$ cat src/rtl/cmd_sched_pkg.sv
package cmd_sched_pkg;

  typedef enum logic [1:0] {
    SRC_NONE = 2'd0,
    SRC_IMM  = 2'd1,
    SRC_HI   = 2'd2,
    SRC_LO   = 2'd3
  } src_e;

  typedef enum logic [1:0] {
    PH_HI_A = 2'd0,
    PH_HI_B = 2'd1,
    PH_LO   = 2'd2
  } phase_e;

  // running-sum step modulo 255, inputs below 255 and 256
  function automatic logic [7:0] add_mod255(input logic [7:0] a, input logic [7:0] b);
    logic [8:0] t;
    t = {1'b0, a} + {1'b0, b};
    if (t >= 9'd255) t = t - 9'd255;
    return t[7:0];
  endfunction

endpackage

$ cat src/rtl/cs_fifo.sv
module cs_fifo #(
  parameter int W     = 36,
  parameter int DEPTH = 4
) (
  input  logic         clk,
  input  logic         rst_n,
  input  logic         in_valid,
  output logic         in_ready,
  input  logic [W-1:0] in_data,
  input  logic         pop,
  input  logic         flush,
  output logic [W-1:0] head,
  output logic         empty
);
  localparam int AW = (DEPTH > 1) ? $clog2(DEPTH) : 1;
  localparam int CW = $clog2(DEPTH + 1);

  logic [W-1:0]  mem [DEPTH];
  logic [AW-1:0] wp, rp;
  logic [CW-1:0] cnt;
  logic          push, pop_ok;

  function automatic logic [AW-1:0] step(input logic [AW-1:0] p);
    return (p == AW'(DEPTH - 1)) ? '0 : p + AW'(1);
  endfunction

  assign in_ready = (cnt != CW'(DEPTH)) && !flush;
  assign push     = in_valid && in_ready;
  assign empty    = (cnt == '0);
  assign pop_ok   = pop && !empty;
  assign head     = mem[rp];

  always_ff @(posedge clk or negedge rst_n) begin
    if (!rst_n) begin
      wp  <= '0;
      rp  <= '0;
      cnt <= '0;
    end else if (flush) begin
      wp  <= '0;
      rp  <= '0;
      cnt <= '0;
    end else begin
      if (push)   wp <= step(wp);
      if (pop_ok) rp <= step(rp);
      case ({push, pop_ok})
        2'b10:   cnt <= cnt + CW'(1);
        2'b01:   cnt <= cnt - CW'(1);
        default: cnt <= cnt;
      endcase
    end
  end

  always_ff @(posedge clk) begin
    if (push) mem[wp] <= in_data;
  end
endmodule

$ cat src/rtl/cs_entry_check.sv
module cs_entry_check
  import cmd_sched_pkg::*;
#(
  parameter int CMD_W = 16,
  parameter int LEN_W = 4
) (
  input  logic [CMD_W-1:0] cmd,
  input  logic [LEN_W-1:0] len,
  input  logic [15:0]      sum,
  output logic             len_ok,
  output logic             sum_ok
);
  localparam int NB = CMD_W / 8;

  logic [7:0] s1, s2;

  always_comb begin
    s1 = '0;
    s2 = '0;
    for (int i = 0; i < NB; i++) begin
      s1 = add_mod255(s1, cmd[8*i +: 8]);
      s2 = add_mod255(s2, s1);
    end
    s1 = add_mod255(s1, 8'(len));
    s2 = add_mod255(s2, s1);
  end

  assign sum_ok = (sum == {s2, s1});
  assign len_ok = (len != '0) && (32'(len) <= NB);
endmodule

$ cat src/rtl/cs_pick.sv
module cs_pick
  import cmd_sched_pkg::*;
(
  input  logic       clk,
  input  logic       rst_n,
  input  logic       update,
  input  logic       imm_valid,
  input  logic [1:0] q_empty,
  input  logic [1:0] q_len_ok,
  input  logic [1:0] q_sum_ok,
  output logic       take_imm,
  output logic [1:0] q_pop,
  output logic [1:0] q_flush,
  output logic       disp_v,
  output src_e       disp_src
);
  phase_e ph;
  logic   pref_hi, sel_hi, sel_lo, serve;

  assign pref_hi  = (ph != PH_LO);
  assign sel_hi   = !q_empty[0] && (pref_hi || q_empty[1]);
  assign sel_lo   = !q_empty[1] && !sel_hi;
  assign take_imm = update && imm_valid;
  assign serve    = update && !imm_valid && (sel_hi || sel_lo);

  assign q_pop[0]   = serve && sel_hi &&  q_len_ok[0];
  assign q_pop[1]   = serve && sel_lo &&  q_len_ok[1];
  assign q_flush[0] = serve && sel_hi && !q_len_ok[0];
  assign q_flush[1] = serve && sel_lo && !q_len_ok[1];

  assign disp_v = take_imm || (q_pop[0] && q_sum_ok[0]) || (q_pop[1] && q_sum_ok[1]);

  always_comb begin
    if (take_imm)      disp_src = SRC_IMM;
    else if (q_pop[0]) disp_src = SRC_HI;
    else if (q_pop[1]) disp_src = SRC_LO;
    else               disp_src = SRC_NONE;
  end

  always_ff @(posedge clk or negedge rst_n) begin
    if (!rst_n) begin
      ph <= PH_HI_A;
    end else if (serve) begin
      case (ph)
        PH_HI_A: ph <= PH_HI_B;
        PH_HI_B: ph <= PH_LO;
        default: ph <= PH_HI_A;
      endcase
    end
  end
endmodule

$ cat src/rtl/cmd_sched.sv
module cmd_sched
  import cmd_sched_pkg::*;
#(
  parameter int CMD_W = 16,
  parameter int LEN_W = 4,
  parameter int DEPTH = 4
) (
  input  logic             clk,
  input  logic             rst_n,
  input  logic             hi_valid,
  output logic             hi_ready,
  input  logic [CMD_W-1:0] hi_cmd,
  input  logic [LEN_W-1:0] hi_len,
  input  logic [15:0]      hi_sum,
  input  logic             lo_valid,
  output logic             lo_ready,
  input  logic [CMD_W-1:0] lo_cmd,
  input  logic [LEN_W-1:0] lo_len,
  input  logic [15:0]      lo_sum,
  input  logic             imm_valid,
  output logic             imm_ready,
  input  logic [CMD_W-1:0] imm_cmd,
  input  logic             update,
  output logic             out_valid,
  output logic [1:0]       out_src,
  output logic [CMD_W-1:0] out_cmd
);
  localparam int QW = CMD_W + LEN_W + 16;
  localparam int NQ = 2;

  logic [QW-1:0]    q_in_d   [NQ];
  logic [QW-1:0]    q_head   [NQ];
  logic [CMD_W-1:0] q_cmd    [NQ];
  logic [NQ-1:0]    q_in_v, q_rdy, q_empty, q_len_ok, q_sum_ok, q_pop, q_flush;
  logic             take_imm, disp_v;
  src_e             disp_src;
  logic [CMD_W-1:0] disp_cmd;

  assign q_in_v    = {lo_valid, hi_valid};
  assign q_in_d[0] = {hi_cmd, hi_len, hi_sum};
  assign q_in_d[1] = {lo_cmd, lo_len, lo_sum};
  assign hi_ready  = q_rdy[0];
  assign lo_ready  = q_rdy[1];
  assign imm_ready = update;

  for (genvar g = 0; g < NQ; g++) begin : g_q
    cs_fifo #(.W(QW), .DEPTH(DEPTH)) u_fifo (
      .clk      (clk),
      .rst_n    (rst_n),
      .in_valid (q_in_v[g]),
      .in_ready (q_rdy[g]),
      .in_data  (q_in_d[g]),
      .pop      (q_pop[g]),
      .flush    (q_flush[g]),
      .head     (q_head[g]),
      .empty    (q_empty[g])
    );

    assign q_cmd[g] = q_head[g][QW-1 -: CMD_W];

    cs_entry_check #(.CMD_W(CMD_W), .LEN_W(LEN_W)) u_chk (
      .cmd    (q_cmd[g]),
      .len    (q_head[g][16 +: LEN_W]),
      .sum    (q_head[g][15:0]),
      .len_ok (q_len_ok[g]),
      .sum_ok (q_sum_ok[g])
    );
  end

  cs_pick u_pick (
    .clk       (clk),
    .rst_n     (rst_n),
    .update    (update),
    .imm_valid (imm_valid),
    .q_empty   (q_empty),
    .q_len_ok  (q_len_ok),
    .q_sum_ok  (q_sum_ok),
    .take_imm  (take_imm),
    .q_pop     (q_pop),
    .q_flush   (q_flush),
    .disp_v    (disp_v),
    .disp_src  (disp_src)
  );

  assign disp_cmd = take_imm ? imm_cmd : (q_pop[0] ? q_cmd[0] : q_cmd[1]);

  always_ff @(posedge clk or negedge rst_n) begin
    if (!rst_n) begin
      out_valid <= 1'b0;
      out_src   <= SRC_NONE;
      out_cmd   <= '0;
    end else begin
      out_valid <= disp_v;
      out_src   <= disp_v ? disp_src : SRC_NONE;
      out_cmd   <= disp_v ? disp_cmd : '0;
    end
  end
endmodule

$ cat config.mk
export PLATFORM = sky130hd
export DESIGN_NAME = cmd_sched
export DESIGN_NICKNAME = d
export VERILOG_FILES = /design/src/rtl/cmd_sched_pkg.sv /design/src/rtl/cs_fifo.sv /design/src/rtl/cs_entry_check.sv /design/src/rtl/cs_pick.sv /design/src/rtl/cmd_sched.sv
export SDC_FILE = /design/constraint.sdc
export NUM_CORES = 1
export LEC_CHECK = 0
export ABC_AREA = 1
export BUFFER_PORTS_ARGS = -buffer_cell sky130_fd_sc_hd__buf_2
export CORE_ASPECT_RATIO = 1.1
export CORE_MARGIN = 5
export CORE_UTILIZATION = 57
export CTS_BUF_LIST = sky130_fd_sc_hd__clkbuf_2 sky130_fd_sc_hd__clkbuf_4 sky130_fd_sc_hd__clkbuf_8
export DETAILED_ROUTE_END_ITERATION = 8
export PLACE_DENSITY = 0.78
export SLEW_MARGIN = 10
export SYNTH_ARGS = -nofsm -noshare
export SYNTH_HDL_FRONTEND = slang
export SYNTH_SLANG_ARGS = --single-unit
$ cat constraint.sdc
create_clock -name clk -period 9.14 [get_ports clk]
set_input_delay 2.742 -clock clk [delete_from_list [all_inputs] [get_ports clk]]
set_output_delay 2.742 -clock clk [all_outputs]
set_load 0.01 [all_outputs]
# == Yosys cells after proc, flatten, opt, wreduce, memory -nomap -nowiden ==
# Memories as Yosys holds them, arrays and structs flattened.
# Index checks and enable logic that the tools add are counted.
# word_totals
elab_cells,152
n_memories,2
out_inout_bits,22
ram_bits,288
reg_bits,35
input_bits,94
# op_classes
n_reduce_logical,44
n_eq_ne,14
magnitude_cmp,14
addsub,28
n_mux,40
# mem_list
memory,words,width,read_ports,rd_clocked_by_memory_dff,write_ports,line,source
g_q[0].u_fifo.mem,4,36,1,0,1,cs_fifo.sv:18,logic [W-1:0] mem [DEPTH];
g_q[1].u_fifo.mem,4,36,1,0,1,cs_fifo.sv:18,
# ops
op,n
$mux W8,12
$sub A8 B8 Y8 const B,12
$ge A9 B8 Y1 const B,8
$add A8 B8 Y9,6
$mux W16,3
$eq A16 B16 Y1,2
$ge A8 B8 Y1 const B,4
$mux W2,16
$logic_and A1 B1 Y1,21
$add A8 B4 Y9,2
$eq A2 B2 Y1 const B,6
$pmux W3 S2,2
$add A2 B1 Y2 const B,4
$le A4 B2 Y1 const B,2
$logic_not A1 Y1,8
$reduce_bool A2 Y1,4
$reduce_bool A4 Y1,2
$add A3 B1 Y3 const B,2
$eq A2 B1 Y1 const B,3
$logic_not A3 Y1,2
$mux W3,2
$ne A3 B3 Y1 const B,2
$reduce_bool A3 Y1,2
$sub A3 B1 Y3 const B,2
5 further kinds,11

# == Depth between registers and ports, before layout ==
# Gate-level depths: netlist of the first run.
# An unclocked memory read counts as a cell.
# logic_depth
depth_word,17
mapped_depth,68
mapped_depth_nobuf,65

# == By module ==
# A second synthesis of the first run with hierarchy kept.
# hier_totals
cells_unflattened,2012
area_unflattened_um2,18680.4
# by_module_without_submodules
module,area_per_inst_um2,instances,seq_area_each_um2,cells_each
cs_fifo (g_q[0].u_fifo),5835.6,1,4499.3,411
cs_fifo (g_q[1].u_fifo),5805.6,1,4499.3,413
cs_entry_check (g_q[0].u_chk),2925.3,1,0.0,503
cs_entry_check (g_q[1].u_chk),2919.0,1,0.0,510
cmd_sched,992.2,1,475.5,144
cs_pick,202.7,1,50.0,31

# == Worst setup path after synthesis of the first run ==
# OpenSTA, ideal clock, no wires.
# synth_timing
path_kind,register -> register
from,reg g_q[0].u_fifo.rp[0]
to,reg out_cmd[7]
slack_ps,186
t_arrival_ps,8843
setup_ps,112
required_time_ps,9028
period_less_slack_ps,8954
n_path_buf,9
path_stages_with_launch,55
path_cell_list,dfrtp_1 buf_2 buf_2 clkbuf_1 clkbuf_1 clkbuf_1 clkbuf_1 clkbuf_1 o21ai_0 o22ai_1 ha_1 a21o_1 a21oi_1 xnor2_1 inv_1 nor2_1 nand3_1 nor2_2 (+19 left out) ha_1 nand3_1 nor2_2 nand3_1 nor2_2 nand3_2 nand3_2 buf_6 nand2_1 nand2_1 nand2_1 nand2_1 nor2_2 nand3_2 nand3_4 buf_12 nand2_1 inv_2
# synth_via
elab_chain_len,17
elab_cells_between_ends,34
cone_classes,add/sub: 10; order compare: 7; eq/ne: 1; mux: 9; reduce/logical: 6; memory: 1
# synth_lines
element,line,source
"start, declared",cs_fifo.sv:19,"logic [AW-1:0] wp, rp;"
"start signal, assigned",cs_fifo.sv:44,if (pop_ok) rp <= step(rp);
$mem_v2 Z4 W36 (*),-,
$sub A8 B8 Y8 or $ge A8 B8 Y1 (tied branches),cmd_sched_pkg.sv:20,if (t >= 9'd255) t = t - 9'd255;
$mux W8,cmd_sched_pkg.sv:20,
$add A8 B8 Y9,cmd_sched_pkg.sv:19,"t = {1'b0, a} + {1'b0, b};"
$sub A8 B8 Y8 or $ge A9 B8 Y1 (tied branches),cmd_sched_pkg.sv:20,
$mux W8,cmd_sched_pkg.sv:20,
$add A8 B8 Y9 or $add A8 B4 Y9 (tied branches),cmd_sched_pkg.sv:19,
$sub A8 B8 Y8 or $ge A9 B8 Y1 (tied branches),cmd_sched_pkg.sv:20,
$mux W8,cmd_sched_pkg.sv:20,
$add A8 B8 Y9,cmd_sched_pkg.sv:19,
$sub A8 B8 Y8 or $ge A9 B8 Y1 (tied branches),cmd_sched_pkg.sv:20,
$mux W8,cmd_sched_pkg.sv:20,
$eq A16 B16 Y1,cs_entry_check.sv:28,"assign sum_ok = (sum == {s2, s1});"
$logic_and A1 B1 Y1 (*),cs_pick.sv:31,assign disp_v = take_imm || (q_pop[0] && q_sum_ok[0]) || (q_pop[1] && q_sum_ok[1]);
$logic_or A1 B1 Y1 (*) (2 in series),cs_pick.sv:31,
via disp_v,cmd_sched.sv:35,"logic take_imm, disp_v;"
$mux W16 (*),cmd_sched.sv:95,out_cmd <= disp_v ? disp_cmd : '0;
"end signal, assigned",cmd_sched.sv:95,
"end, declared",cmd_sched.sv:26,output logic [CMD_W-1:0] out_cmd
# Mark *: on every way through the listed nets, which the timed path passes. The rest lies on a longest branch.
# A chain may end at the register's enable or synchronous reset.

# == Worst setup path in the final report of the first run ==
# layout_timing
from,reg g_q[1].u_fifo.rp[0]
to,reg out_cmd[13]
# layout_via
elab_chain_len,16
elab_cells_between_ends,33
cone_classes,add/sub: 10; order compare: 7; eq/ne: 1; mux: 9; reduce/logical: 5; memory: 1
# layout_lines
element,line
"start, declared",cs_fifo.sv:19
"start signal, assigned",cs_fifo.sv:44
$mem_v2 Z4 W36 (*),-
$sub A8 B8 Y8 or $ge A8 B8 Y1 (tied branches),cmd_sched_pkg.sv:20
$mux W8,cmd_sched_pkg.sv:20
$add A8 B8 Y9,cmd_sched_pkg.sv:19
$sub A8 B8 Y8 or $ge A9 B8 Y1 (tied branches),cmd_sched_pkg.sv:20
$mux W8,cmd_sched_pkg.sv:20
$add A8 B8 Y9 or $add A8 B4 Y9 (tied branches),cmd_sched_pkg.sv:19
$sub A8 B8 Y8 or $ge A9 B8 Y1 (tied branches),cmd_sched_pkg.sv:20
$mux W8,cmd_sched_pkg.sv:20
$add A8 B8 Y9,cmd_sched_pkg.sv:19
$sub A8 B8 Y8 or $ge A9 B8 Y1 (tied branches),cmd_sched_pkg.sv:20
$mux W8,cmd_sched_pkg.sv:20
$eq A16 B16 Y1,cs_entry_check.sv:28
$logic_and A1 B1 Y1,cs_pick.sv:31
$logic_or A1 B1 Y1,cs_pick.sv:31
$mux W16 (*),cmd_sched.sv:95
# Every way passes the cells marked *; elsewhere a longest branch is shown, timed or not.

==> impl.org, run 1 <==
** Layout
- Most frequent cells in the layout :: sky130_fd_sc_hd__nand2_1, sky130_fd_sc_hd__edfxtp_1, sky130_fd_sc_hd__inv_1, sky130_fd_sc_hd__nor2_1, sky130_fd_sc_hd__o21ai_0
- Share of layout cells above drive strength 1 :: 21.1%
- The library cell used most frequently in the layout, excluding fill and tap cells, is sky130_fd_sc_hd__nand2_1.
- Number of nets in the layout :: about 2300
- Compared with the post-synthesis result, the final layout area differs by 16.0%.

** Timing
- Final clock period utilization by the worst path :: roughly 95%
- For the pin with the worst max-slew slack, the measured transition is between 1 and 1.5 ns.
- Time the worst path needs with I/O delays and setup :: 8.69 ns
- Slew Viols, Final :: 0
- The final hold violation count is 0.
- Worst clock skew :: 0.0319 ns
- Setup violations remaining at the end of the flow were counted as 0.
- Summed over all failing endpoints, the final setup total negative slack is 0 ns.
- Maximum clock rate :: approximately 120 MHz
- Max-slew headroom :: between 20% and 30%

** Floorplan
- In this run the vertical extent of the chip is a little under 200 um.
- From left edge to right edge, the die measures between 150 and 200 um.
- The floorplan step defined a core boundary enclosing between 30000 and 40000 um2.
- Count of boundary I/O pins :: roughly 120
- The die covers 36100 um2.
- For this configuration, the core starts out at a cell density of a little under three fifths.
- The floorplan has 69 rows.

** Logic synthesis
- Main combinational cell family by area after synthesis :: simple AND/OR/NAND/NOR gates
- Netlist cell types :: 61
- Summing the areas of all compound-gate instances in the mapped netlist gives a little under 10% of the synthesized area.
- Post-Synthesis Cell Area :: 18500 um2
- Simple-gate share of the synthesized area :: between 20% and 30%
- For this run, asynchronously set or reset flops after synthesis account for a little over a tenth.
- Synthesis handed over a netlist of approximately 2000 instances.
- Each instance of the synthesized netlist takes up on average ~9.4 um2.
- The share of the Yosys chip area taken by registers is roughly half.
- The synthesized netlist devotes under 10% of its cell area to adder and majority cells.
- Counting flops with a built-in enable in the synthesized netlist gives ~290.
- Yosys synthesis warning count :: 0
- Multiplexer fraction of the synthesized cell area :: 0%
- The synthesized design contains roughly 320 register bits.
- Summing the areas of all xor and xnor instances in the mapped netlist gives 3.92% of the synthesized area.
- When the netlist entered floorplanning its net count stood at 2156.
- Main synth FF type :: sky130_fd_sc_hd__edfxtp_1

** CTS
- The clock tree synthesis step divided the H-tree into 2 levels.
- CTS hold repair buffers :: 0
- Number of buffers created by CTS :: 49
- Clock edge transition at the registers on the reported setup and hold paths :: around 0.060 ns
- Worst-skew pair later-pin latency :: roughly 0.6 ns
- CTS saw between 300 and 400 sinks.
- Clk root buf :: sky130_fd_sc_hd__clkbuf_8
- The clock passes through at most 3 buffers.
- TritonCTS clock tree :: yes

** Drt
- Count of unresolved DRC violations after routing :: 0
- Antenna viol nets, final :: 0
- For this run, the detailed router's first-pass iteration total came to 5.
- Overall via count from detail_route :: roughly 14000
- Summed over all layers, the routed wires come to between 40000 and 50000 um.
- Average routed wire per standard cell :: ~17 um
- Using the TritonRoute via totals, the vias-per-cell ratio works out to approximately 5.5.
- Iteration-0 DRC Markers :: around 1000

** Placed design
- Routability congestion estimate from global placement :: 0.949
- Number of I/O port buffers :: 115
- After legalization and detailed placement, the total HPWL measured between 30000 and 40000 um.

** Setup path
- Largest incremental delay on the critical path :: roughly 0.42 ns
- Endpoint type of the worst setup path :: register
- Slowest library cell on the worst path :: sky130_fd_sc_hd__dfrtp_2
- Along the worst path, the maximum fanout reaches 11.
- The cell that appears most often on the critical path is sky130_fd_sc_hd__nand2_1.
- Setup crit start kind :: register
- The critical path is of the reg -> reg type.
- For the worst setup path, the data required time is ~9.6 ns.
- Data arrives at the worst endpoint at ~9.2 ns.

** Global routing
- Entering global routing, the biggest net connects 57 pins.
- Number of global-route vias before repair :: between 10000 and 15000
- The first global-routing pass estimated 70200 um of wire.
- Summed over all layers, the global routing overflow is 0.
- In the global route stage, overall resource usage came out at 24.3%.
- The initial antenna violation count came to 4.

** Hold path
- The tightest min-delay check is of the reg -> reg type.

** Job
- Count of maximum capacitance violations :: 0

** Outcome
- The run finished with clean final reports.
[cell families after synthesis]
family | after synthesis
AO/OA/AOI/OAI | 302
XOR/XNOR | 81
adder cells (fa/ha/maj) | 90
buffers and inverters | 323
flip-flops | 323
AND/OR/NAND/NOR | 853
[sequential cells by signal, summed over array words and instances (netlist names)]
| signal | count |
|---|---|
| out_cmd | 16 |
| g_q.u_fifo.mem | 288 |
| g_q.u_fifo.wp | 4 |
| g_q.u_fifo.cnt | 6 |
| g_q.u_fifo.rp | 4 |
| out_valid | 1 |
| out_src | 2 |
| u_pick.ph | 2 |
[stage by stage]
stage	setup WS, ns	utilization [%]	instances	cell area [um2]	hold WS [ns]
after floorplan	0.186	-	1972	18500	0.500
after global placement	0.131	61.5	2511	19800	0.518
after detailed placement	-0.395	61.5	2511	19800	0.548
after CTS	0.0150	64.8	2599	20900	0.562
after global routing	-0.220	66.5	2621	21400	0.586
final	0.450	66.5	2621	21400	0.574
[worst max-delay path, delay by kind of cell (launching register included)]
| kind | cells | cell delay (ns) |
|---|---|---|
| XOR/XNOR | 5 | 0.95 |
| flip-flops | 1 | 0.42 |
| AND/OR/NAND/NOR | 30 | 2.53 |
| AO/OA/AOI/OAI | 10 | 1.64 |
| adder cells (fa/ha/maj) | 5 | 1.43 |
| buffers and inverters | 14 | 1.57 |
[cell usage after synthesis (all sizes together) (35+ instances only)]
cell / count / area, um2
edfxtp: 288 / 8650
dfrtp: 35 / 876
inv: 264 / 991
xor2: 56 / 498
o21ai: 140 / 742
nand2: 440 / 1810
a21oi: 67 / 343
clkbuf: 40 / 150
nor2: 202 / 806
nand3: 127 / 773
o22ai: 35 / 225
ha: 80 / 1000
[metal layers]
metal	track usage, %	wire [um]	vias up
met2	44.8	23800	449
li1	-	-	7047
met4	10.6	2160	2
met3	3.84	2440	142
met5	0	8	-
met1	28.0	17400	6834
[repair_timing]
action,4_1_cts,5_1_grt
pin swaps,2,19
gates resized for setup,4,82
setup buffers,3,17
gates cloned,0,4
setup endpoints to repair,19,19
[worst paths after layout]
path,startpoint,endpoint,slack [ns],cells after the start
min reg2reg,u_pick.ph[0],u_pick.ph[1],0.57,2
min in group asynchronous,rst_n,out_cmd[1],2.29,1
max,g_q[1].u_fifo.rp[0],out_cmd[13],0.45,64
max reg2reg,g_q[1].u_fifo.rp[0],out_cmd[13],0.45,64
min,u_pick.ph[0],u_pick.ph[1],0.57,2
max in group asynchronous,rst_n,g_q[1].u_fifo.rp[0],6.23,1
[layout make-up]
| class | instances | area [um2] |
|---|---|---|
| clock buffers | 69 | 843 |
| inverters | 267 | 1010 |
| repair inverters | 1 | 6.26 |
| repair buffers | 191 | 1230 |
| clock inverters | 16 | 193 |
| well taps | 426 | 533 |
| flip-flops and latches | 323 | 9530 |
| diodes | 1 | 2.50 |
| fillers | 2403 | 10800 |
| multi-input cells | 1327 | 8080 |
Power of run 1 is left out: the tool's default activity adds up to more than one toggle a clock period on the data nets, which glitch-free logic cannot reach.
==> inputs of run 2 (changes only) <==
--- a/config.mk
+++ b/config.mk
@@ -16,4 +16,5 @@
 export SLEW_MARGIN = 10
 export SYNTH_ARGS = -nofsm -noshare
 export SYNTH_HDL_FRONTEND = slang
+export SYNTH_HIERARCHICAL = 1
 export SYNTH_SLANG_ARGS = --single-unit
==> run 2 against run 1 <==
Against the previous run: global-route usage is 0.61 points higher; first-iteration DRC count fell by 0.40%; fmax down 1.3%; register-to-register slack worse by 0.11 ns; count of clock-buffer cells in the layout grew 4; worst setup slack lost 0.11 ns; clock skew shrank 0.014 ns; final cell count up 2.6%; flip-flop and latch count unchanged.
==> impl.org, run 2 <==
** Outcome
- Outcome :: complete, no violations

** Logic synthesis
- Main combinational cell family by area after synthesis :: simple AND/OR/NAND/NOR gates
- Averaged over all synthesized cells, the footprint is between 9 and 10 um2.
- Yosys synthesis warning count :: 6
- Summing the areas of all compound-gate instances in the mapped netlist gives between 10% and 20% of the synthesized area.
- Post-synthesis sequential area ratio :: 51.0%
- Post-Synthesis Cell Area :: between 15000 and 20000 um2
- Summing the areas of all xor and xnor instances in the mapped netlist gives around 3.8% of the synthesized area.
- Largest area contributor in the netlist :: sky130_fd_sc_hd__edfxtp_1
- Count of flip-flops with a built-in enable after synthesis :: 288
- Main synth FF type :: sky130_fd_sc_hd__edfxtp_1
- Ranked by instance count, the synthesized netlist is headed by sky130_fd_sc_hd__nand2_1, sky130_fd_sc_hd__edfxtp_1, sky130_fd_sc_hd__nor2_1.
- Leading cell type by number of instances after synthesis :: sky130_fd_sc_hd__nand2_1
- Gate count of the mapped netlist :: 2012
- Counting flops with an async set or reset pin after synthesis yields a share of a little over a tenth.
- Measured against the total synthesized area, the mux share comes to 0%.
- After synthesis, the netlist uses 53 different library cells.
- Number of flip-flops and latches in the synthesized netlist :: approximately 320
- Synthesis produced a netlist with a net count of roughly 2200.
- Post-synth top area share :: a little under half
- After Yosys synthesis, and, or, nand and nor cells account for around 21% of the synthesized area.
- Adder and majority gate portion of the synthesized area :: between 6 and 7%
- Largest cells by area after synthesis :: sky130_fd_sc_hd__edfxtp_1, sky130_fd_sc_hd__nand2_1, sky130_fd_sc_hd__ha_1

** Drt
- For this run, the detailed router's first-pass iteration total came to 5.
- Antenna viol nets, final :: 0
- The routed layout has 15000 vias.
- The routed design has 47600 um of wire.
- For this run, design rule violations remaining after detail routing come to 0.
- Dividing the detail-routed wire length by the instance count gives about 18 um.
- Iteration-0 DRC Markers :: 995
- In the routed layout, each cell is associated on average with a via count of between 5 and 6.

** CTS
- H-tree depth :: 2
- TritonCTS built the clock tree.
- Clock edge transition at the registers on the reported setup and hold paths :: about 0.06 ns
- For this design, the sink count on the clock tree is 323.
- The clock reaches the later pin of the worst-skew pair after about 0.61 ns.
- Clock Path Buffers :: 3
- Number of buffers created by CTS :: 50
- After clock tree synthesis, the flow added hold-fix buffers numbering 0.
- The root buffer cell chosen for the clock tree is sky130_fd_sc_hd__clkbuf_8.

** Hold path
- Cell count of the worst hold path :: 2
- Worst hold-check path type :: reg -> reg

** Job
- Across the run, the number of max-cap violations was 0.

** Global routing
- The initial antenna violation count was 4.
- Pin count of the biggest net entering global routing :: 65
- Global routing used around a quarter of the available tracks across all layers.
- Number of global-route vias before repair :: between 10000 and 15000
- Total gr overflow :: 0
- The first global-routing pass estimated 72600 um of wire.

** Setup path
- In this design, the critical path's most frequently occurring cell is sky130_fd_sc_hd__nand2_1.
- The critical path is of the reg -> reg type.
- STA classifies the critical path startpoint as a register.
- Register-to-Register Path Depth :: 60
- At the worst endpoint, the required time is a little under 10 ns.
- Largest incremental delay on the critical path :: around 0.47 ns
- Slowest library cell on the worst path :: sky130_fd_sc_hd__dfrtp_2
- Endpoint type of the worst setup path :: register
- Along the worst path, the maximum fanout reaches 12.
- At the worst endpoint, the arrival time is ~9.3 ns.

** Timing
- Derived from the worst setup path, the maximum achievable clock frequency is roughly 110 MHz.
- The final critical path takes up a little over nine tenths of the cycle.
- Measured against its own limit, the worst slew margin works out to around a fifth.
- The max-slew violation count came to 0.
- Final Hold Vio Count :: 0
- Setup violations remaining at the end of the flow were counted as 0.
- Time the worst path needs with I/O delays and setup :: 8.80 ns
- Transition time at the pin with the least slew margin :: 1.19 ns
- Across the routed clock network, the largest skew measured is approximately 0.018 ns.

** Layout
- Largest regs :: g_q.u_fifo/mem (288), out_cmd (16), g_q.u_fifo/cnt (6)
- The library cell used most frequently in the layout, excluding fill and tap cells, is sky130_fd_sc_hd__nand2_1.
- After filler insertion, the fill cell instance count of the layout stands at approximately 2400.
- Cells fill 68.1% of the core in the end.
- After the last flow step, the layout net total stands at between 2000 and 2500.
- Area of the multi-input gates :: 8520 um2
- Largest register FFs :: 288
- Share of layout cells above drive strength 1 :: about a quarter
- In the layout the commonest cells are sky130_fd_sc_hd__nand2_1, sky130_fd_sc_hd__edfxtp_1, sky130_fd_sc_hd__nor2_1, sky130_fd_sc_hd__inv_1, sky130_fd_sc_hd__o21ai_0.
- Relative to the synthesized area, the layout overhead comes to 18.0%.
- Register name with the most flops :: g_q.u_fifo/mem
- Summing all flip-flop and latch instances after layout gives between 9000 and 10000 um2.

** Floorplan
- Vert. Die Dim :: 200 um
- Std cell rows :: between 60 and 70
- For this design the top-level I/O count stands at between 100 and 150.
- The core region is approximately 32000 um2.
- In this run the horizontal extent of the chip is ~180 um.
- The initial utilization of the core area, before any placement, comes to just under 60%.
- Area of the die :: 36500 um2

** Placed design
- Placed wire-length estimate after detailed placement :: between 30000 and 40000 um
- Routability congestion estimate from global placement :: about 1
- Number of I/O port buffers :: ~120
## run 2: cell count changes after synthesis, moves of 22 or more
cell	before	now
sky130_fd_sc_hd__a21oi_1	65	37
sky130_fd_sc_hd__buf_2	6	32
sky130_fd_sc_hd__clkbuf_1	40	14
sky130_fd_sc_hd__inv_1	245	223
sky130_fd_sc_hd__nand2_1	398	331
sky130_fd_sc_hd__nor2_1	189	276
sky130_fd_sc_hd__o21ai_0	126	178
sky130_fd_sc_hd__o22ai_1	34	73
## run 2: worst paths after layout
check	start	end	slack, ns
min in group asynchronous	rst_n	out_cmd[8]	2.27
hold reg to reg	u_pick/ph[0]	u_pick/ph[1]	0.53
setup reg to reg	g_q[1].u_fifo/rp[0]	out_cmd[12]	0.34
hold / removal	u_pick/ph[0]	u_pick/ph[1]	0.53
max in group asynchronous	rst_n	g_q[1].u_fifo/rp[0]	6.23
setup / recovery	g_q[1].u_fifo/rp[0]	out_cmd[12]	0.34
## run 2: area by class of cell
| class | instances | area share, % |
|---|---|---|
| inverter | 256 | 4.49 |
| clock inverter | 19 | 0.545 |
| sequential | 323 | 43.2 |
| tap | 426 | 2.42 |
| multi-input combinational | 1380 | 38.7 |
| timing repair buffer | 210 | 6.55 |
| antenna | 1 | 0.0114 |
| clock buffer | 73 | 4.05 |
## run 2: critical path: cells and delay by family, from the launching register on
kind	cells	cell delay (ns)
buf+inv	11	1.10
xor+xnor	4	0.70
compound gates	6	1.14
fa+ha+maj	6	1.53
simple gates	33	3.72
flops	1	0.47
## run 2: layer usage
layer / vias to the layer above / GRT usage, % / share of wire, %
met1: 7160 / 34.1 / 42
met3: 84 / 3.95 / 7.2
li1: 7216 / - / -
met2: 543 / 41.6 / 48
met4: 6 / 7.45 / 2.5
met5: - / 0 / 0.086
## run 2: through the flow
step	hold WS [ns]	cell area (um2)	instances	setup slack, ns	setup TNS [ns]
2_1_floorplan	0.480	18700	2012	0.663	0
3_3_place_gp	0.493	19900	2542	0.134	0
3_5_place_dp	0.512	19900	2542	-0.186	-2.64
4_1_cts	0.529	21000	2634	0.00360	0
5_1_grt	0.563	22000	2688	-0.331	-5.27
6_report	0.529	22000	2688	0.337	0
## run 2: timing repair
action	4_1_cts	5_1_grt
cloned	0	7
endpoints found under the setup margin	18	19
buffers inserted	0	46
gates resized for setup	11	135
endpoints found under the hold margin	0	0
pin swaps	0	52
## run 2: kinds of logic (layout without fill, tap and decap cells)
group,Yosys count,after routing
flops,323,323
xor+xnor,77,77
other cells,0,1
simple gates,872,875
compound gates,335,335
buf+inv,312,558
fa+ha+maj,93,93
Power of run 2 is left out for the same reason.
==> inputs of run 3 (changes only) <==
--- a/config.mk
+++ b/config.mk
@@ -5,14 +5,13 @@
 export SDC_FILE = /design/constraint.sdc
 export NUM_CORES = 1
 export LEC_CHECK = 0
-export ABC_AREA = 1
 export BUFFER_PORTS_ARGS = -buffer_cell sky130_fd_sc_hd__buf_2
 export CORE_ASPECT_RATIO = 1.1
 export CORE_MARGIN = 5
-export CORE_UTILIZATION = 57
+export CORE_UTILIZATION = 58
 export CTS_BUF_LIST = sky130_fd_sc_hd__clkbuf_2 sky130_fd_sc_hd__clkbuf_4 sky130_fd_sc_hd__clkbuf_8
 export DETAILED_ROUTE_END_ITERATION = 8
-export PLACE_DENSITY = 0.78
+export PLACE_DENSITY = 0.79
 export SLEW_MARGIN = 10
 export SYNTH_ARGS = -nofsm -noshare
 export SYNTH_HDL_FRONTEND = slang
==> constraint.sdc (replaced) <==
create_clock -name clk -period 9.14 [get_ports clk]
set_input_delay 1.828 -clock clk [delete_from_list [all_inputs] [get_ports clk]]
set_output_delay 1.828 -clock clk [all_outputs]
set_load 0.01 [all_outputs]
==> run 3 against run 2 <==
Against the previous run: the flow now finishes with violations (setup timing); critical path depth fell by 17; critical endpoint is now out_src[0]; routed wire length is 11% higher; flip-flop and latch count did not move; count of clock-buffer cells in the layout shrank 7; via count down 3.8%; die area rose by 0.75%; first-iteration DRC count grew 29%; area after synthesis up 2.6%; fmax down 8.4%; critical path type unchanged.
==> impl.org, run 3 <==
** Logic synthesis
- The most used flip-flop cell after synthesis is sky130_fd_sc_hd__edfxtp_1.
- The Yosys step of the flow raised 6 warnings.
- Counting every net in the synthesized netlist gives ~1600.
- The share of synthesized area in the top cell type comes to 45.1%.
- Netlist cell types :: ~120
- Summing every instance area after synthesis gives 19200 um2.
- Counting flops with an async set or reset pin after synthesis yields a share of 10.8%.
- Number of flip-flops and latches in the synthesized netlist :: between 300 and 400
- Synth top cells by count :: sky130_fd_sc_hd__edfxtp_1, sky130_fd_sc_hd__ha_1, sky130_fd_sc_hd__nand2_1
- sky130_fd_sc_hd__edfxtp_1 is the most common cell in the netlist.
- Post-synthesis sequential area ratio :: approximately half
- After synthesis, the cell types taking the most area are sky130_fd_sc_hd__edfxtp_1, sky130_fd_sc_hd__mux4_2, sky130_fd_sc_hd__ha_1.
- A synthesized cell averages ~13 um2.
- The synthesized design contains 288 enable-type register cells.
- Largest area contributor in the netlist :: sky130_fd_sc_hd__edfxtp_1
- Synthesis produced a netlist whose cell count is between 1000 and 1500.

** Setup path
- Slowest library cell on the worst path :: sky130_fd_sc_hd__dfrtp_2
- Required @ worst endpoint :: just under 10 ns
- Along the worst path, the maximum fanout reaches 8.
- CP delay by family, top :: compound AO/OA/AOI/OAI gates
- The worst setup path is launched from a register.
- At the worst endpoint, the arrival time is around 10 ns.
- Worst r2r src :: g_q[1].u_fifo/rp[0]
- In this run the critical register-to-register path is captured at out_src[0].
- The worst register-to-register path has a depth of 43.
- The critical path is of the reg -> reg type.
- Largest incremental delay on the critical path :: ~0.43 ns
- Minimum setup slack among reg-to-reg paths :: -0.47 ns
- Endpoint type of the worst setup path :: register
- WP buf/inv :: 6

** Timing
- Transition time at the pin with the least slew margin :: approximately 1.1 ns
- Final clock period utilization by the worst path :: 105%
- Between clock sinks in the finished design, the worst skew comes to ~0.028 ns.
- The max-slew violation count came to 0.
- Setup violations remaining at the end of the flow were counted as 19.
- The final hold violation count was 0.
- Setup repair after global routing could not meet its margin everywhere.
- Once routing completed, OpenROAD measured the worst setup slack at -0.468 ns.
- The smallest clock period supported by the final layout is computed as ~9.6 ns.
- Max-slew headroom :: between 20% and 30%
- Maximum clock rate :: 104 MHz

** Hold path
- The worst hold path terminates at g_q[0].u_fifo/wp[1].
- Worst hold-check path type :: reg -> reg
- Cell count of the worst hold path :: 2
- The worst hold path begins at g_q[0].u_fifo/wp[1].

** Layout
- Register name with the most flops :: g_q.u_fifo/mem
- Area of the multi-input gates :: 9870 um2
- In the final layout, flip-flops and latches occupy 9530 um2.
- Fill count :: 2062
- Number of nets in the layout :: a little over 2000
- In the final layout, the registers with the most flip-flops are g_q.u_fifo/mem (288), out_cmd (16), g_q.u_fifo/cnt (6).
- The top cell types in the final layout, fill and taps aside, are sky130_fd_sc_hd__edfxtp_1, sky130_fd_sc_hd__buf_4, sky130_fd_sc_hd__buf_2, sky130_fd_sc_hd__nand2_1, sky130_fd_sc_hd__mux4_2.
- From synthesis to final layout, the design area changed by 24.5%.
- Largest register FFs :: approximately 290
- Fin util :: about three quarters
- Leaving out fill and tap cells, the most frequent cell in the layout is sky130_fd_sc_hd__edfxtp_1.
- Final std cell area, no fill :: about 24000 um2
- In the final layout, the share of cells above drive strength 1 is about two fifths.

** Floorplan
- 116 I/O pins were placed.
- Measured along the y axis, the die boundary spans ~200 um.
- In this run the standard cell core region covers approximately 32000 um2.
- Starting density of the core :: between 50% and 60%
- Area of the die :: ~37000 um2
- Die width :: approximately 180 um
- Row generation in the floorplan step produced between 60 and 70 rows.

** Drt
- The detailed router placed 14400 vias in this run.
- Post-detailed-routing wire length :: around 53000 um
- Count of unresolved DRC violations after routing :: 0
- Iteration-0 DRC Markers :: ~1300
- Number of optimization iterations in the first detailed-route pass :: 8
- Average routed wire per standard cell :: 22.9 um
- Via-per-instance ratio :: between 6 and 7
- In this run the remaining antenna-violating nets after routing total 0.

** Global routing
- GR Util All Layers :: approximately 28%
- Pin count of the biggest net entering global routing :: 37
- The first global-routing pass estimated about 80000 um of wire.
- The total overflow left after global routing is 0.
- Number of global-route vias before repair :: about 14000
- Initial antenna violation count :: 4

** Outcome
- The final reports fail on setup timing.
- The run finished, with violations left.

** Placed design
- Once detailed placement completed, the half-perimeter wirelength came to ~37000 um.
- Post-placement setup slack :: -0.428 ns
- Routability congestion estimate from global placement :: around 0.97
- Number of I/O port buffers :: about 120
- Area after DPL :: 22000 um2

** Job
- Max-cap violations in this run came to 0.

** CTS
- After clock tree synthesis, the clock-pin slew on the worst setup and hold paths is around 0.070 ns.
- No sink is reached through more buffers than the 3 on the longest clock path.
- H-tree depth :: 2
- TritonCTS built the clock tree.
- For this design, the sink count on the clock tree is between 300 and 400.
- Worst-skew pair later-pin latency :: 0.60 ns
- Number of buffers created by CTS :: 49
- Clock tree synthesis selected as its root buffer the cell sky130_fd_sc_hd__clkbuf_8.
- Buffers inserted to repair hold after CTS numbered 0.
-- run 3: changes by cell type after synthesis, moves of 24 or more --
cell	previous run	this run
sky130_fd_sc_hd__inv_1	223	56
sky130_fd_sc_hd__o21ai_0	178	35
sky130_fd_sc_hd__a21o_1	1	29
sky130_fd_sc_hd__nand2b_1	0	32
sky130_fd_sc_hd__xnor2_1	31	55
sky130_fd_sc_hd__o22ai_1	73	4
sky130_fd_sc_hd__inv_2	31	3
sky130_fd_sc_hd__nand2_1	331	77
sky130_fd_sc_hd__mux4_2	0	72
sky130_fd_sc_hd__o211a_1	0	25
sky130_fd_sc_hd__nand2_2	53	1
sky130_fd_sc_hd__and2_1	2	32
sky130_fd_sc_hd__nand3_1	125	34
sky130_fd_sc_hd__nor2_1	276	65
-- run 3: routing by layer --
| metal | wire length (um) | share of wire [%] | global-route usage (%) | up-vias |
|---|---|---|---|---|
| met2 | 26200 | 49 | 45.9 | 634 |
| li1 | - | - | - | 6545 |
| met5 | 28 | 0.053 | 0 | - |
| met3 | 4510 | 8.5 | 5.07 | 79 |
| met1 | 21300 | 40 | 38.9 | 7174 |
| met4 | 978 | 1.8 | 5.56 | 6 |
-- run 3: layout make-up --
class	instances	share of cell area (%)
Clock buffer	66	3.55
Clock inverter	26	0.614
Antenna cell	2	0.0210
Inverter	59	0.929
Sequential cell	323	39.9
Timing Repair Buffer	385	11.3
Tap cell	426	2.23
Multi-Input combinational cell	1034	41.4
-- run 3: kinds of logic after synthesis --
kind of cell / synth area share (%)
simple gates: 12.8
compound gates: 12.9
mux: 11.2
fa+ha+maj: 6.52
buf+inv: 2.69
flops: 49.7
xor+xnor: 4.24
-- run 3: how the worst max path moves through the flow --
stage | cells past startpoint | endpoint | startpoint | slack, ns
after floorplan | 40 | out_cmd[10] | g_q[0].u_fifo/rp[0] | 0.004
after global placement | 42 | out_cmd[11] | g_q[1].u_fifo/rp[0] | -0.18
after detailed placement | 42 | out_cmd[8] | g_q[1].u_fifo/rp[0] | -0.43
after CTS | 46 | out_cmd[8] | g_q[1].u_fifo/rp[0] | -0.27
after global routing | 46 | out_cmd[0] | g_q[1].u_fifo/rp[0] | -0.78
final | 43 | out_src[0] | g_q[1].u_fifo/rp[0] | -0.47
-- run 3: stage by stage --
stage / TNS, ns / instances / hold WS (ns)
floorplan: 0 / 1462 / 0.512
global placement: -3.17 / 2185 / 0.528
detailed placement: -7.73 / 2185 / 0.554
CTS: -4.40 / 2297 / 0.630
global route: -14.03 / 2320 / 0.646
finish: -8.09 / 2321 / 0.623
-- run 3: tightest hold or removal path: stages, from the launching register on --
cell and delay (ns):
sky130_fd_sc_hd__dfrtp_1 0.40, sky130_fd_sc_hd__inv_1 0.10, sky130_fd_sc_hd__o31ai_1 0.08
-- run 3: timing repair --
| item | in CTS | in global routing |
|---|---|---|
| buffers inserted | 19 | 26 |
| pin swaps | 10 | 49 |
| resized for setup | 27 | 65 |
| cloned | 1 | 1 |
| setup endpoints to repair | 19 | 19 |
Power of run 3 is left out for the same reason.
